### src/rtl/sar_seq_pkg.sv
package sar_seq_pkg;

  typedef enum logic [1:0] {
    PH_READY = 2'd0,
    PH_CONV  = 2'd1,
    PH_ACQ   = 2'd2
  } seq_phase_t;

  // strobes from the controller to the datapath
  typedef struct packed {
    logic capture;   // freeze sampleIn into the hold register
    logic commit;    // move formatted hold word into the result register
    logic coldMark;  // analog side is powered down, next result is invalid
  } seq_strobe_t;

endpackage

### src/rtl/sar_seq_ctrl.sv
module sar_seq_ctrl
  import sar_seq_pkg::*;
#(
  parameter int CONV_CYCLES  = 220,
  parameter int CYCLE_CYCLES = 400
) (
  input  logic        clk,
  input  logic        rst_n,
  input  logic        csN,
  input  logic        rcN,
  input  logic        pwrDown,
  output seq_strobe_t strobe,
  output logic        busy,
  output logic        resultLatched
);

  localparam int ACQ_CYCLES = CYCLE_CYCLES - CONV_CYCLES;
  localparam int MAX_COUNT  = (CONV_CYCLES > ACQ_CYCLES) ? CONV_CYCLES : ACQ_CYCLES;
  localparam int CNT_W      = $clog2(MAX_COUNT + 1);
  localparam logic [CNT_W-1:0] CONV_LOAD = CNT_W'(CONV_CYCLES - 1);
  localparam logic [CNT_W-1:0] ACQ_LOAD  = CNT_W'(ACQ_CYCLES - 1);

  seq_phase_t       phase;
  logic [CNT_W-1:0] cnt;
  logic             prevCombined;
  logic             combined;
  logic             startEdge;
  logic             startOk;
  logic             convDone;
  logic             busyQ;
  logic             latchQ;

  // both controls are active low and ORed: request is active only when both low
  assign combined  = csN | rcN;
  assign startEdge = prevCombined & ~combined;
  assign startOk   = startEdge && (phase == PH_READY) && !pwrDown;
  assign convDone  = (phase == PH_CONV) && (cnt == '0);

  always_ff @(posedge clk or negedge rst_n) begin
    if (!rst_n) begin
      phase        <= PH_READY;
      cnt          <= '0;
      prevCombined <= 1'b1;
      busyQ        <= 1'b1;
      latchQ       <= 1'b0;
    end else begin
      prevCombined <= combined;
      latchQ       <= 1'b0;
      unique case (phase)
        PH_READY: begin
          if (startOk) begin
            phase <= PH_CONV;
            cnt   <= CONV_LOAD;
            busyQ <= 1'b0;
          end
        end
        PH_CONV: begin
          if (cnt == '0) begin
            phase  <= PH_ACQ;
            cnt    <= ACQ_LOAD;
            busyQ  <= 1'b1;
            latchQ <= 1'b1;
          end else begin
            cnt <= cnt - 1'b1;
          end
        end
        PH_ACQ: begin
          if (cnt == '0) phase <= PH_READY;
          else           cnt   <= cnt - 1'b1;
        end
        default: phase <= PH_READY;
      endcase
    end
  end

  always_comb begin
    strobe.capture  = startOk;
    strobe.commit   = convDone;
    strobe.coldMark = pwrDown;
  end

  assign busy          = busyQ;
  assign resultLatched = latchQ;

endmodule

### src/rtl/sar_seq_dpath.sv
module sar_seq_dpath
  import sar_seq_pkg::*;
#(
  parameter int DATA_W = 16
) (
  input  logic              clk,
  input  logic              rst_n,
  input  seq_strobe_t       strobe,
  input  logic              fmtStraight,
  input  logic [DATA_W-1:0] sampleIn,
  output logic [DATA_W-1:0] resultOut,
  output logic              resultValid
);

  localparam int MSB = DATA_W - 1;

  logic [DATA_W-1:0] holdWord;
  logic [DATA_W-1:0] codedWord;
  logic              warm;
  logic [DATA_W-1:0] resultQ;
  logic              validQ;

  // two's complement differs from offset binary only in the top bit
  always_comb begin
    codedWord      = holdWord;
    codedWord[MSB] = holdWord[MSB] ^ ~fmtStraight;
  end

  always_ff @(posedge clk or negedge rst_n) begin
    if (!rst_n) begin
      holdWord <= '0;
      resultQ  <= '0;
      validQ   <= 1'b0;
      warm     <= 1'b0;
    end else begin
      if (strobe.capture) holdWord <= sampleIn;
      if (strobe.commit) begin
        resultQ <= codedWord;
        validQ  <= warm;
      end
      if (strobe.coldMark)    warm <= 1'b0;
      else if (strobe.commit) warm <= 1'b1;
    end
  end

  assign resultOut   = resultQ;
  assign resultValid = validQ;

endmodule

### src/rtl/sar_conv_seq.sv
module sar_conv_seq
  import sar_seq_pkg::*;
#(
  parameter int DATA_W       = 16,
  parameter int CONV_CYCLES  = 220,
  parameter int CYCLE_CYCLES = 400
) (
  input  logic              clk,
  input  logic              rst_n,
  input  logic              csN,
  input  logic              rcN,
  input  logic              pwrDown,
  input  logic              fmtStraight,
  input  logic [DATA_W-1:0] sampleIn,
  output logic              busy,
  output logic [DATA_W-1:0] resultOut,
  output logic              resultValid,
  output logic              resultLatched
);

  seq_strobe_t strobe;

  sar_seq_ctrl #(
    .CONV_CYCLES (CONV_CYCLES),
    .CYCLE_CYCLES(CYCLE_CYCLES)
  ) u_ctrl (
    .clk          (clk),
    .rst_n        (rst_n),
    .csN          (csN),
    .rcN          (rcN),
    .pwrDown      (pwrDown),
    .strobe       (strobe),
    .busy         (busy),
    .resultLatched(resultLatched)
  );

  sar_seq_dpath #(
    .DATA_W(DATA_W)
  ) u_dpath (
    .clk        (clk),
    .rst_n      (rst_n),
    .strobe     (strobe),
    .fmtStraight(fmtStraight),
    .sampleIn   (sampleIn),
    .resultOut  (resultOut),
    .resultValid(resultValid)
  );

endmodule

### config.mk
export PLATFORM = sky130hd
export DESIGN_NAME = sar_conv_seq
export DESIGN_NICKNAME = d
export VERILOG_FILES = /design/src/rtl/sar_seq_pkg.sv /design/src/rtl/sar_seq_ctrl.sv /design/src/rtl/sar_seq_dpath.sv /design/src/rtl/sar_conv_seq.sv
export SDC_FILE = /design/constraint.sdc
export NUM_CORES = 1
export LEC_CHECK = 0
export BUFFER_PORTS_ARGS = -buffer_cell sky130_fd_sc_hd__clkbuf_2
export CAP_MARGIN = 20
export CORE_ASPECT_RATIO = 1.4
export CORE_MARGIN = 3
export CORE_UTILIZATION = 49
export DETAILED_ROUTE_END_ITERATION = 16
export PLACE_DENSITY_LB_ADDON = 0.12
export SETUP_SLACK_MARGIN = 0.2
export SLEW_MARGIN = 40
export SYNTH_ARGS = -nofsm -noshare
export SYNTH_HDL_FRONTEND = slang
export SYNTH_SLANG_ARGS = --single-unit
export TNS_END_PERCENT = 50
### constraint.sdc
create_clock -name clk -period 2.02 [get_ports clk]
set_input_delay 0.101 -clock clk [delete_from_list [all_inputs] [get_ports clk]]
set_output_delay 0.101 -clock clk [all_outputs]
set_load 0.005 [all_outputs]
==> Word-level counts from Yosys, hierarchy flattened <==
Index checks and enable logic that the tools add are counted.
{ "word_totals": {"word_cells": 48, "register_bits": 47} }
{ "op_classes": {"n_reduce_logical": 12, "bitwise_logic": 5, "n_eq_ne": 6, "addsub": 1, "n_mux": 15} }
{ "ops": {"columns": ["op", "n"], "rows": [
  ["8-bit 2-to-1 mux", 3],
  ["8-bit one-hot mux with 3 select lines", 1],
  ["3-bit AND reduction", 3],
  ["8-bit logical NOT", 1],
  ["8-bit by 1-bit subtractor with 8-bit output, second input constant", 1],
  ["1-bit 2-to-1 mux", 6],
  ["2-bit 2-to-1 mux", 3],
  ["2-bit one-hot mux with 3 select lines", 1],
  ["2-bit by 1-bit inequality test with 1-bit output, second input constant", 2],
  ["2-bit inequality test, second input constant", 2],
  ["2-bit nonzero test", 2],
  ["1-bit logical AND", 3],
  ["3-bit nonzero test", 1],
  ["2-bit by 1-bit equality test with 1-bit output, second input constant", 1],
  ["2-bit equality test, second input constant", 1],
  ["2-bit logical NOT", 1],
  ["1-bit NOT", 2],
  ["1-bit one-hot mux with 2 select lines", 1],
  ["1-bit AND", 1],
  ["1-bit logical NOT", 1],
  ["1-bit OR", 1],
  ["1-bit bitwise XOR", 1]
]} }

==> Depth between registers and ports, before layout <==
Gate-level depths: netlist of run 1.
{ "depth": {"word_depth": 7, "mapped_depth": 8, "mapped_depth_nobuf": 7} }

==> Hierarchy <==
A second synthesis of run 1 with hierarchy kept.
{ "unflattened": {"hier_cells": 176, "area_unflattened_um2": 2333.5} }
{ "by_module_without_submodules": {"columns": ["mod", "seq_area_each_um2", "area_each_um2", "instances", "cells_per_inst"], "rows": [
  ["sar_seq_dpath", 850.8, 1372.6, 1, 74],
  ["sar_seq_ctrl", 327.8, 960.9, 1, 102]
]} }

==> Worst setup path after synthesis of run 1 <==
OpenSTA, ideal clock, no wires.
{ "synth_timing": {"path_kind": "flip-flop to flip-flop", "startpoint": "register u_ctrl.prevCombined", "endpoint": "register u_ctrl.cnt[0]", "path_stages_with_launch": 6, "path_slack_ns": 0.107, "arrival_time_ns": 1.788, "t_required_ns": 1.895, "path_buffers": 1, "setup_ns": 0.125, "synth_period_minus_slack_ns": 1.913, "cell_sequence": "dfstp_2 or4b_4 a21oi_4 and2_1 buf_2 mux2_2"} }
{ "synth_between": {"elab_chain_len": 5} }
{ "synth_lines": {"columns": ["item", "line_no", "source"], "rows": [
  ["start: declaration", "sar_seq_ctrl.sv:25", "logic prevCombined;"],
  ["start signal: assignment", "sar_seq_ctrl.sv:47", "prevCombined <= combined;"],
  ["1-bit AND", "sar_seq_ctrl.sv:35", "assign startEdge = prevCombined & ~combined;"],
  ["1-bit logical AND (2 in series)", "sar_seq_ctrl.sv:36", "assign startOk = startEdge && (phase == PH_READY) && !pwrDown;"],
  ["2-bit by 1-bit inequality test with 1-bit output (no source line)", null, null],
  ["3-bit AND reduction (no source line)", null, null],
  ["end signal: assignment", "sar_seq_ctrl.sv:64", "cnt <= cnt - 1'b1;"],
  ["end signal: assignment", "sar_seq_ctrl.sv:69", "else cnt <= cnt - 1'b1;"],
  ["end: declaration", "sar_seq_ctrl.sv:24", "logic [CNT_W-1:0] cnt;"]
]} }
No other way between the ends.
A chain may end at the register's enable or synchronous reset.

==> Worst setup path in the final report of run 1 <==
{ "layout_timing": {"startpoint": "register u_ctrl.prevCombined", "endpoint": "register u_dpath.holdWord[11]"} }
{ "layout_between": {"elab_chain_len": 3} }
{ "layout_lines": {"columns": ["item", "line_no", "source"], "rows": [
  ["1-bit AND", "sar_seq_ctrl.sv:35", null],
  ["1-bit logical AND (2 in series)", "sar_seq_ctrl.sv:36", null],
  ["end signal: assignment", "sar_seq_dpath.sv:36", "if (strobe.capture) holdWord <= sampleIn;"],
  ["end: declaration", "sar_seq_dpath.sv:17", "logic [DATA_W-1:0] holdWord;"]
]} }
No other way between the ends.

==> reports/metrics.cfg, run 1 <==
[routing]
detail_route.vias_per_cell=5.44
vias=1511
drtAntennaViolNets=0
drt-initial-drc-count=80
detail_route.wl_per_cell_um=15.9
first_pass_iters=4
drc=0
wl_um=4430

[placement]
placed_area_um2=2480
io_buffers=40
dp_hpwl_um=3110
globalplace.congestion=0.939

[min_path]
min_path_type=primary input to flip-flop
hold_depth=2
min-delay-start=sampleIn[4]
min_delay_worst_endpoint=u_dpath.holdWord[4]$_DFFE_PN0P_

[pwr]
netSwitchingPower_mw=1.19
p_sw_share_pct=33.0
leakagePower_nw=1.35
seqPwrFrac_pct=43.5
finalPower_mw=3.61
p_comb_share_pct=36.7
powerDensity_nw_per_um2=1340
peakVddDrop_mv=0.678
p_clk_share_pct=19.8
intPower_mw=2.42

[synth]
synthCells=164
synthFlopType=dfrtp_1
netlist_area_um2=2170
async_flop_share_pct=100
yosysUniqueCellTypes=40
synth_fp_nets=193
yosysSeqAreaShare_pct=54.3
syn_avg_cell_area_um2=13.2
synth-edff-count=0
ys_seq_elements=47
ys_warn_count=0

[finish]
drive_gt1_share_pct=51.8
final_util_pct=63.7
final_cell_mix=45 x dfrtp_1, 40 x clkbuf_2, 24 x mux2_2
nets=246
syn2layout_area_growth_pct=24.4
diodes=0
design_area_um2=2700
final_common_cell=dfrtp_1

[floorplanning]
ios=41
start_util_pct=51.2
die_area_um2=5280
die_w_um=62.3
core_um2=4240
std_cell_rows=28
die_h_um=84.8

[sta]
finalSetupViolCount=0
fin_skew_ns=0.00772
tns_ns=0
hold_violations=0
timing.fmax_mhz=543
rsz0062_at_grt=true
finalCriticalPeriod_ns=1.84
worst_pin_slew_ns=0.583
whs_ns=0.0184
finalCritPeriodShare_pct=91.1
drv_slew=0
slew_headroom_pct=61.1

[worst_setup_path]
r2r_end=u_dpath.holdWord[11]$_DFFE_PN0P_
r2r_cells=4
path_max_fanout=17
r2r_slack_ns=0.18
rr_startpoint=u_ctrl.prevCombined$_DFF_PN1_
arrival_ns=2.03
critical_path_required_ns=2.21
start_kind=flip-flop
timing_worst_setup_path_type=flip-flop to flip-flop
end_kind=flip-flop

[clock_tree]
cts_buffer_depth=2
root_buffer=clkbuf_8
insertion_delay_ns=0.31
cts.sinks=47
cts.clk_slew.worst_paths_ns=0.10
h-tree-depth=2
numCtsBuffers=5
cts_tree=yes

[global_routing]
overflow=0
antenna_found_initial=0
grt_pass1_wl_um=7400
gr-usage-all-layers_pct=17.8
grt_start_max_net_pins=24
grt_pass1_vias=1622

[job]
maxCapViolations=0

[run_status]
status=complete, no violations

[sequential cells by signal, summed over array words and instances (netlist names), 2 cells and up]
name,count
u_dpath.holdWord,16
u_dpath.resultOut,16
u_ctrl.cnt,8
u_ctrl.phase,2
[cells by family (layout without fill, tap and decap cells)]
| kind of cell | count (synthesis) | after routing | share of synthesized area, % |
|---|---|---|---|
| adder cells (fa/ha/maj) | 7 | 7 | 4.03 |
| AND/OR/NAND/NOR | 31 | 31 | 8.70 |
| XOR/XNOR | 1 | 1 | 0.404 |
| flip-flops | 47 | 47 | 54.3 |
| multiplexers | 34 | 34 | 19.2 |
| AO/OA/AOI/OAI | 30 | 30 | 9.80 |
| buffers and inverters | 14 | 68 | 3.57 |
[through the flow]
step / setup slack (ns) / instances
final: 0.180 / 278
after global routing: 0.157 / 278
after CTS: 0.163 / 277
after detailed placement: 0.121 / 266
after global placement: 0.182 / 266
after floorplan: 0.144 / 164
[final cells by class]
type	instances	area [µm²]
Timing Repair Buffer	52	312
Multi-Input combinational cell	103	988
Inverter	8	30.0
Clock buffer	5	68.8
Fill cell	332	1540
Clock inverter	3	47.5
Tap cell	60	75.1
Sequential cell	47	1180
[power groups by stage]
stage | clock (mW) | combinational [mW] | sequential (mW)
after floorplan | 0 | 0.891 | 1.50
after global placement | 0 | 1.17 | 1.53
after detailed placement | 0 | 1.21 | 1.56
after CTS | 0.736 | 1.26 | 1.55
after global routing | 0.776 | 1.48 | 1.62
final | 0.716 | 1.33 | 1.57
[worst max-delay path by stage]
stage	from	end	slack, ns	cells after the start
finish	u_ctrl.prevCombined$_DFF_PN1_	u_dpath.holdWord[11]$_DFFE_PN0P_	0.18	4
global route	u_ctrl.prevCombined$_DFF_PN1_	u_dpath.holdWord[11]$_DFFE_PN0P_	0.16	4
CTS	u_ctrl.prevCombined$_DFF_PN1_	u_dpath.holdWord[12]$_DFFE_PN0P_	0.16	4
detailed placement	u_ctrl.cnt[1]$_DFFE_PN0P_	u_ctrl.cnt[3]$_DFFE_PN0P_	0.12	6
global placement	u_ctrl.prevCombined$_DFF_PN1_	u_dpath.holdWord[8]$_DFFE_PN0P_	0.18	4
floorplan	u_ctrl.prevCombined$_DFF_PN1_	u_dpath.holdWord[10]$_DFFE_PN0P_	0.14	5
[synth_stat cells, types with 3 or more instances]
cell	count	area, µm²
o211ai_1	4	30.0
dfrtp_1	45	1130
a21oi_1	6	30.0
nand3_1	3	15.0
nor3_1	3	15.0
mux2_2	25	282
mux2_4	9	135
o21ai_0	7	35.0
clkbuf_1	3	11.3
nor2_1	4	15.0
nand2_1	5	18.8
inv_1	8	30.0
ha_1	7	87.6
[per-layer routing]
| layer | routed length, µm | GRT usage [%] | share of wire, % |
|---|---|---|---|
| met5 | 0 | 0 | 0 |
| met4 | 108 | 8.23 | 2.4 |
| met3 | 175 | 3.35 | 4.0 |
| met2 | 2380 | 32.2 | 54 |
| met1 | 1770 | 20.4 | 40 |
[worst max-delay path, stage by stage (launching register included)]
cell	delay, ns
dfstp_2	0.52
or4b_4	0.49
or2_4	0.26
buf_12	0.16
mux2_4	0.30
[repair_timing]
item / CTS / global route
endpoints found under the hold margin: 21 / 0
endpoints found under the setup margin: 32 / 38
buffers inserted: 1 / 1
pin swaps: 1 / 4
hold buffers: 2 / 0
resized for setup: 5 / 15
Note: power is estimated with default switching activity, not from simulation.
==> run 2: changes to the inputs <==
--- a/config.mk
+++ b/config.mk
@@ -5,12 +5,13 @@
 export SDC_FILE = /design/constraint.sdc
 export NUM_CORES = 1
 export LEC_CHECK = 0
-export BUFFER_PORTS_ARGS = -buffer_cell sky130_fd_sc_hd__clkbuf_2
+export BUFFER_PORTS_ARGS = -buffer_cell sky130_fd_sc_hd__buf_2
 export CAP_MARGIN = 20
 export CORE_ASPECT_RATIO = 1.4
 export CORE_MARGIN = 3
-export CORE_UTILIZATION = 49
+export CORE_UTILIZATION = 45
 export DETAILED_ROUTE_END_ITERATION = 16
+export GPL_TIMING_DRIVEN = 1
 export PLACE_DENSITY_LB_ADDON = 0.12
 export SETUP_SLACK_MARGIN = 0.2
 export SLEW_MARGIN = 40
==> run 2 against run 1 <==
Critical path depth unchanged. Clock skew fell by 0.0049 ns. Fmax increased by 0.37%. Final area is 0.51% lower. Critical path type unchanged.
==> reports/metrics.cfg, run 2 (synthesis results as in run 1) <==
[finish]
syn2layout_area_growth_pct=23.7  ; was 24.4%
diodes=0  ; unchanged
layout.cells.non_filler=284  ; was 278
final_cell_mix=45 x dfrtp_1, 40 x buf_2, 24 x mux2_2  ; was 45 x dfrtp_1, 40 x clkbuf_2, 24 x mux2_2
fillers=405  ; was 332
drive_gt1_share_pct=51.8  ; about the same
nets=250  ; was 246
final_common_cell=dfrtp_1  ; unchanged

[floorplanning]
core_um2=4610  ; was 4240 µm²
die_h_um=88.2  ; was 84.8 µm
start_util_pct=47.1  ; was 51.2%
std_cell_rows=29  ; was 28
ios=41  ; unchanged
die_w_um=64.7  ; was 62.3 µm
die_area_um2=5710  ; was 5280 µm²

[global_routing]
gr-usage-all-layers_pct=16.9  ; was 17.8%
grt_pass1_wl_um=7480  ; was 7400 µm
overflow=0  ; unchanged
grt_pass1_vias=1620  ; was 1,622
antenna_found_initial=0  ; unchanged
grt_start_max_net_pins=21  ; was 24

[sta]
slew_headroom_pct=74.7  ; was 61.1%
whs_ns=0.0329  ; was 0.0184 ns
finalCriticalPeriod_ns=1.83  ; was 1.84 ns
worst_pin_slew_ns=0.380  ; was 0.583 ns
finalCritPeriodShare_pct=90.8  ; was 91.1%
drv_slew=0  ; unchanged
fin_skew_ns=0.00281  ; was 0.00772 ns
tns_ns=0  ; unchanged
timing.fmax_mhz=545  ; was 543 MHz
hold_violations=0  ; unchanged
rsz0062_at_grt=true  ; unchanged
finalSetupViolCount=0  ; unchanged

[worst_setup_path]
path_max_fanout=5  ; was 17
crit_chain=or4b_4 > or2_4 > buf_4 > mux2_4  ; was or4b_4 > or2_4 > buf_12 > mux2_4
crit_buf_inv=1  ; unchanged
slowest_stage=dfstp_2  ; unchanged
arrival_ns=2.02  ; was 2.03 ns
start_kind=flip-flop  ; unchanged
max_stage_delay_ns=0.52  ; about the same
timing_worst_setup_path_type=flip-flop to flip-flop  ; unchanged
end_kind=flip-flop  ; unchanged
critical-path-top-delay-family=simple AND/OR/NAND/NOR gates  ; unchanged
critical_path_required_ns=2.20  ; was 2.21 ns

[clock_tree]
insertion_delay_ns=0.29  ; was 0.31 ns
cts_buffer_depth=2  ; unchanged
root_buffer=clkbuf_8  ; unchanged
cts.sinks=47  ; unchanged
cts_tree=yes  ; unchanged
h-tree-depth=2  ; unchanged
cts.clk_slew.worst_paths_ns=0.08  ; was 0.10 ns
numCtsBuffers=5  ; unchanged

[placement]
dp_hpwl_um=3170  ; was 3110 µm
dp_cells=269  ; was 266
globalplace.congestion=0.846  ; was 0.939
io_buffers=40  ; unchanged

[routing]
vias=1501  ; was 1,511
drt-initial-drc-count=81  ; was 80
wl_um=4390  ; was 4430 µm
detail_route.vias_per_cell=5.29  ; was 5.44
drtAntennaViolNets=0  ; unchanged
drc=0  ; unchanged
first_pass_iters=6  ; was 4
detail_route.wl_per_cell_um=15.5  ; was 15.9 µm

[pwr]
leakagePower_nw=1.36  ; was 1.35 nW
peakVddDrop_mv=0.702  ; was 0.678 mV
powerDensity_nw_per_um2=1290  ; was 1340 nW/µm²

[run_status]
status=complete, no violations  ; unchanged

[min_path]
min_path_type=primary input to flip-flop  ; unchanged

[job]
maxCapViolations=0  ; unchanged

==> run 2: worst register-to-register path: cells and delay by family, from the launching register on <==
family        cells  cell delay (ns)
buf+inv           1             0.17
mux               1             0.29
simple gates      2             0.76
flops             1             0.52
==> run 2: layout make-up <==
cell class / count / area, µm² / area share, %
Sequential cell: 47 / 1180 / 43.9
Multi-Input combinational cell: 103 / 975 / 36.3
Timing Repair Buffer: 56 / 342 / 12.7
Tap cell: 62 / 77.6 / 2.89
Clock buffer: 7 / 76.3 / 2.84
Inverter: 8 / 30.0 / 1.12
Clock inverter: 1 / 7.51 / 0.279
==> run 2: per-stage QoR <==
stage                     power [mW]  cell area [µm²]  util, %  worst slack [ns]
after global placement          2.70             2470     53.7             0.157
after CTS                       3.39             2630     57.1             0.183
after detailed placement        2.77             2470     53.7             0.101
final                           3.47             2690     58.3             0.187
after floorplan                 2.39             2180        -             0.144
after global routing            3.71             2690     58.3             0.143
==> run 2: power by group <==
group,switching (mW),internal (mW)
clock,0.305,0.245
combinational,0.586,0.783
sequential,0.258,1.29
==> run 2: path summary, 6_finish.rpt <==
path,from,endpoint,slack (ns),cells past startpoint
worst min-delay path,sampleIn[14],u_dpath.holdWord[14]$_DFFE_PN0P_,0.03,2
worst max register to register,u_ctrl.prevCombined$_DFF_PN1_,u_dpath.holdWord[13]$_DFFE_PN0P_,0.19,4
worst max-delay path,u_ctrl.prevCombined$_DFF_PN1_,u_dpath.holdWord[13]$_DFFE_PN0P_,0.19,4
worst min register to register,u_dpath.resultValid$_DFFE_PN0P_,u_dpath.resultValid$_DFFE_PN0P_,0.49,2
max in group asynchronous,rst_n,u_ctrl.prevCombined$_DFF_PN1_,1.12,3
min in group asynchronous,rst_n,u_ctrl.cnt[2]$_DFFE_PN0P_,0.25,2
==> run 2: layer usage <==
metal	routed length, µm	global-route usage [%]	vias up	share of wire [%]
met5	0	0	-	0
li1	-	-	703	-
met4	73	6.15	0	1.7
met3	158	3.72	8	3.6
met1	1740	19.2	752	39
met2	2430	30.9	38	55
==> run 2: repair_timing <==
| action | in CTS | in global routing |
|---|---|---|
| pin swaps | 0 | 6 |
| resized for setup | 9 | 13 |
| setup buffers | 2 | 3 |
| setup endpoints to repair | 15 | 34 |
| hold buffers | 2 | 0 |
| hold endpoints to repair | 16 | 0 |
==> run 3: changes to the inputs <==
==> constraint.sdc (replaced) <==
create_clock -name clk -period 2.1 [get_ports clk]
set_input_delay 0.105 -clock clk [delete_from_list [all_inputs] [get_ports clk]]
set_output_delay 0.105 -clock clk [all_outputs]
set_load 0.005 [all_outputs]
==> run 3 against run 2 <==
Final area shrank 2.1%. Critical path type unchanged. Via count shrank 0.87%. Sequential power shrank 5%. Critical path depth grew 2.
==> reports/metrics.cfg, run 3 (synthesis results as in run 1) <==
[run_status]
status=complete, no violations  ; unchanged

[worst_setup_path]
arrival_ns=2.08  ; was 2.02 ns
critical_path_required_ns=2.30  ; was 2.20 ns
path_max_fanout=4  ; was 5
timing_worst_setup_path_type=flip-flop to flip-flop  ; unchanged
start_kind=flip-flop  ; unchanged
end_kind=flip-flop  ; unchanged

[sta]
timing.fmax_mhz=532  ; was 545 MHz
slew_headroom_pct=72.2  ; was 74.7%
finalCriticalPeriod_ns=1.88  ; was 1.83 ns
hold_violations=0  ; unchanged
rsz0062_at_grt=true  ; unchanged
finalCritPeriodShare_pct=89.5  ; was 90.8%
finalSetupViolCount=0  ; unchanged
fin_skew_ns=0.00834  ; was 0.00281 ns
tns_ns=0  ; unchanged
drv_slew=0  ; unchanged
whs_ns=0.0165  ; was 0.0329 ns
worst_pin_slew_ns=0.414  ; was 0.380 ns

[job]
maxCapViolations=0  ; unchanged

[clock_tree]
cts.sinks=47  ; unchanged
cts.clk_slew.worst_paths_ns=0.09  ; was 0.08 ns
insertion_delay_ns=0.30  ; was 0.29 ns
root_buffer=clkbuf_8  ; unchanged
h-tree-depth=2  ; unchanged
cts_buffer_depth=2  ; unchanged
cts_tree=yes  ; unchanged
numCtsBuffers=5  ; unchanged

[global_routing]
grt_start_max_net_pins=48  ; was 21
grt_pass1_vias=1545  ; was 1,620
grt_pass1_wl_um=7200  ; was 7480 µm
antenna_found_initial=0  ; unchanged
gr-usage-all-layers_pct=16.3  ; was 16.9%
overflow=0  ; unchanged

[floorplanning]
die_w_um=64.7  ; unchanged
die_area_um2=5710  ; unchanged
std_cell_rows=29  ; unchanged
start_util_pct=47.1  ; unchanged
die_h_um=88.2  ; unchanged
core_um2=4610  ; unchanged
ios=41  ; unchanged

[routing]
detail_route.vias_per_cell=5.33  ; was 5.29
drt-initial-drc-count=51  ; was 81
wl_um=4320  ; was 4390 µm
drtAntennaViolNets=0  ; unchanged
detail_route.wl_per_cell_um=15.5  ; about the same
drc=0  ; unchanged
first_pass_iters=4  ; was 6
vias=1488  ; was 1,501

[finish]
seqCellArea_um2=1180  ; unchanged
multiInputGateArea_um2=942  ; was 975 µm²
final_common_cell=dfrtp_1  ; unchanged
syn2layout_area_growth_pct=21.2  ; was 23.7%
diodes=0  ; unchanged
drive_gt1_share_pct=48.4  ; was 51.8%
fillers=398  ; was 405
nets=245  ; was 250
final_util_pct=57.1  ; was 58.3%
final_cell_mix=45 x dfrtp_1, 40 x buf_2, 25 x mux2_2  ; was 45 x dfrtp_1, 40 x buf_2, 24 x mux2_2

[placement]
io_buffers=40  ; unchanged
dp_hpwl_um=3080  ; was 3170 µm
globalplace.congestion=0.825  ; was 0.846

[pwr]
peakVddDrop_mv=0.643  ; was 0.702 mV
finalPower_mw=3.23  ; was 3.47 mW
powerDensity_nw_per_um2=1230  ; was 1290 nW/µm²
leakagePower_nw=1.33  ; was 1.36 nW

[min_path]
min_path_type=primary input to flip-flop  ; unchanged

==> run 3: cell types whose count changed in the layout (fill, tap and decap cells not counted), moves of 2 or more <==
| cell | before | now |
|---|---|---|
| inv_1 | 5 | 7 |
| inv_2 | 3 | 1 |
| clkbuf_1 | 2 | 0 |
| buf_4 | 12 | 7 |
==> run 3: repair_timing <==
item / in CTS / in global routing
pin swaps: 1 / 3
hold endpoints to repair: 46 / 0
setup endpoints to repair: 13 / 22
buffers inserted: 0 / 2
hold buffers: 2 / 0
gates resized for setup: 4 / 5
==> run 3: layer usage <==
layer	vias to the layer above	share of wire, %	GRT usage (%)
met1	742	38	19.6
met4	0	2.2	6.73
li1	692	-	-
met3	9	5.0	4.24
met5	-	0	0
met2	45	54	27.7
==> run 3: worst paths after layout <==
kind | slack [ns] | cells after the start | startpoint | to
hold / removal | 0.02 | 2 | csN | u_ctrl.prevCombined$_DFF_PN1_
setup / recovery | 0.22 | 6 | u_ctrl.cnt[0]$_DFFE_PN0P_ | u_ctrl.cnt[6]$_DFFE_PN0P_
max in group asynchronous | 1.50 | 3 | rst_n | u_ctrl.prevCombined$_DFF_PN1_
hold reg to reg | 0.48 | 2 | u_dpath.resultOut[15]$_DFFE_PN0P_ | u_dpath.resultOut[15]$_DFFE_PN0P_
setup reg to reg | 0.22 | 6 | u_ctrl.cnt[0]$_DFFE_PN0P_ | u_ctrl.cnt[6]$_DFFE_PN0P_
min in group asynchronous | 0.32 | 3 | rst_n | u_ctrl.cnt[2]$_DFFE_PN0P_
==> run 3: where the power goes <==
part	switching (mW)	internal, mW
registers	0.240	1.24
clock network	0.308	0.232
logic	0.532	0.673
total	1.08	2.15
==> run 3: area by class of cell <==
class                      count  share of cell area (%)
clock buffer                   5                    2.62
clock inverter                 3                   0.761
inverter                       8                    1.14
multi-input combinational    103                    35.8
sequential                    47                    44.8
tap                           62                    2.95
timing repair buffer          51                    11.9
==> run 3: critical path, cell delays in order (launching register included) <==
cell	delay, ns
dfrtp_1	0.41
inv_1	0.10
ha_1	0.17
or4b_4	0.52
o21ai_4	0.20
o211ai_1	0.13
a22o_1	0.24
==> run 3: metrics by stage <==
step           std cells  setup WS [ns]  area, µm²
6_report             279          0.220       2630
5_1_grt              279          0.195       2630
4_1_cts              277          0.220       2600
3_5_place_dp         267          0.135       2480
3_3_place_gp         267          0.207       2480
2_1_floorplan        164          0.212       2170
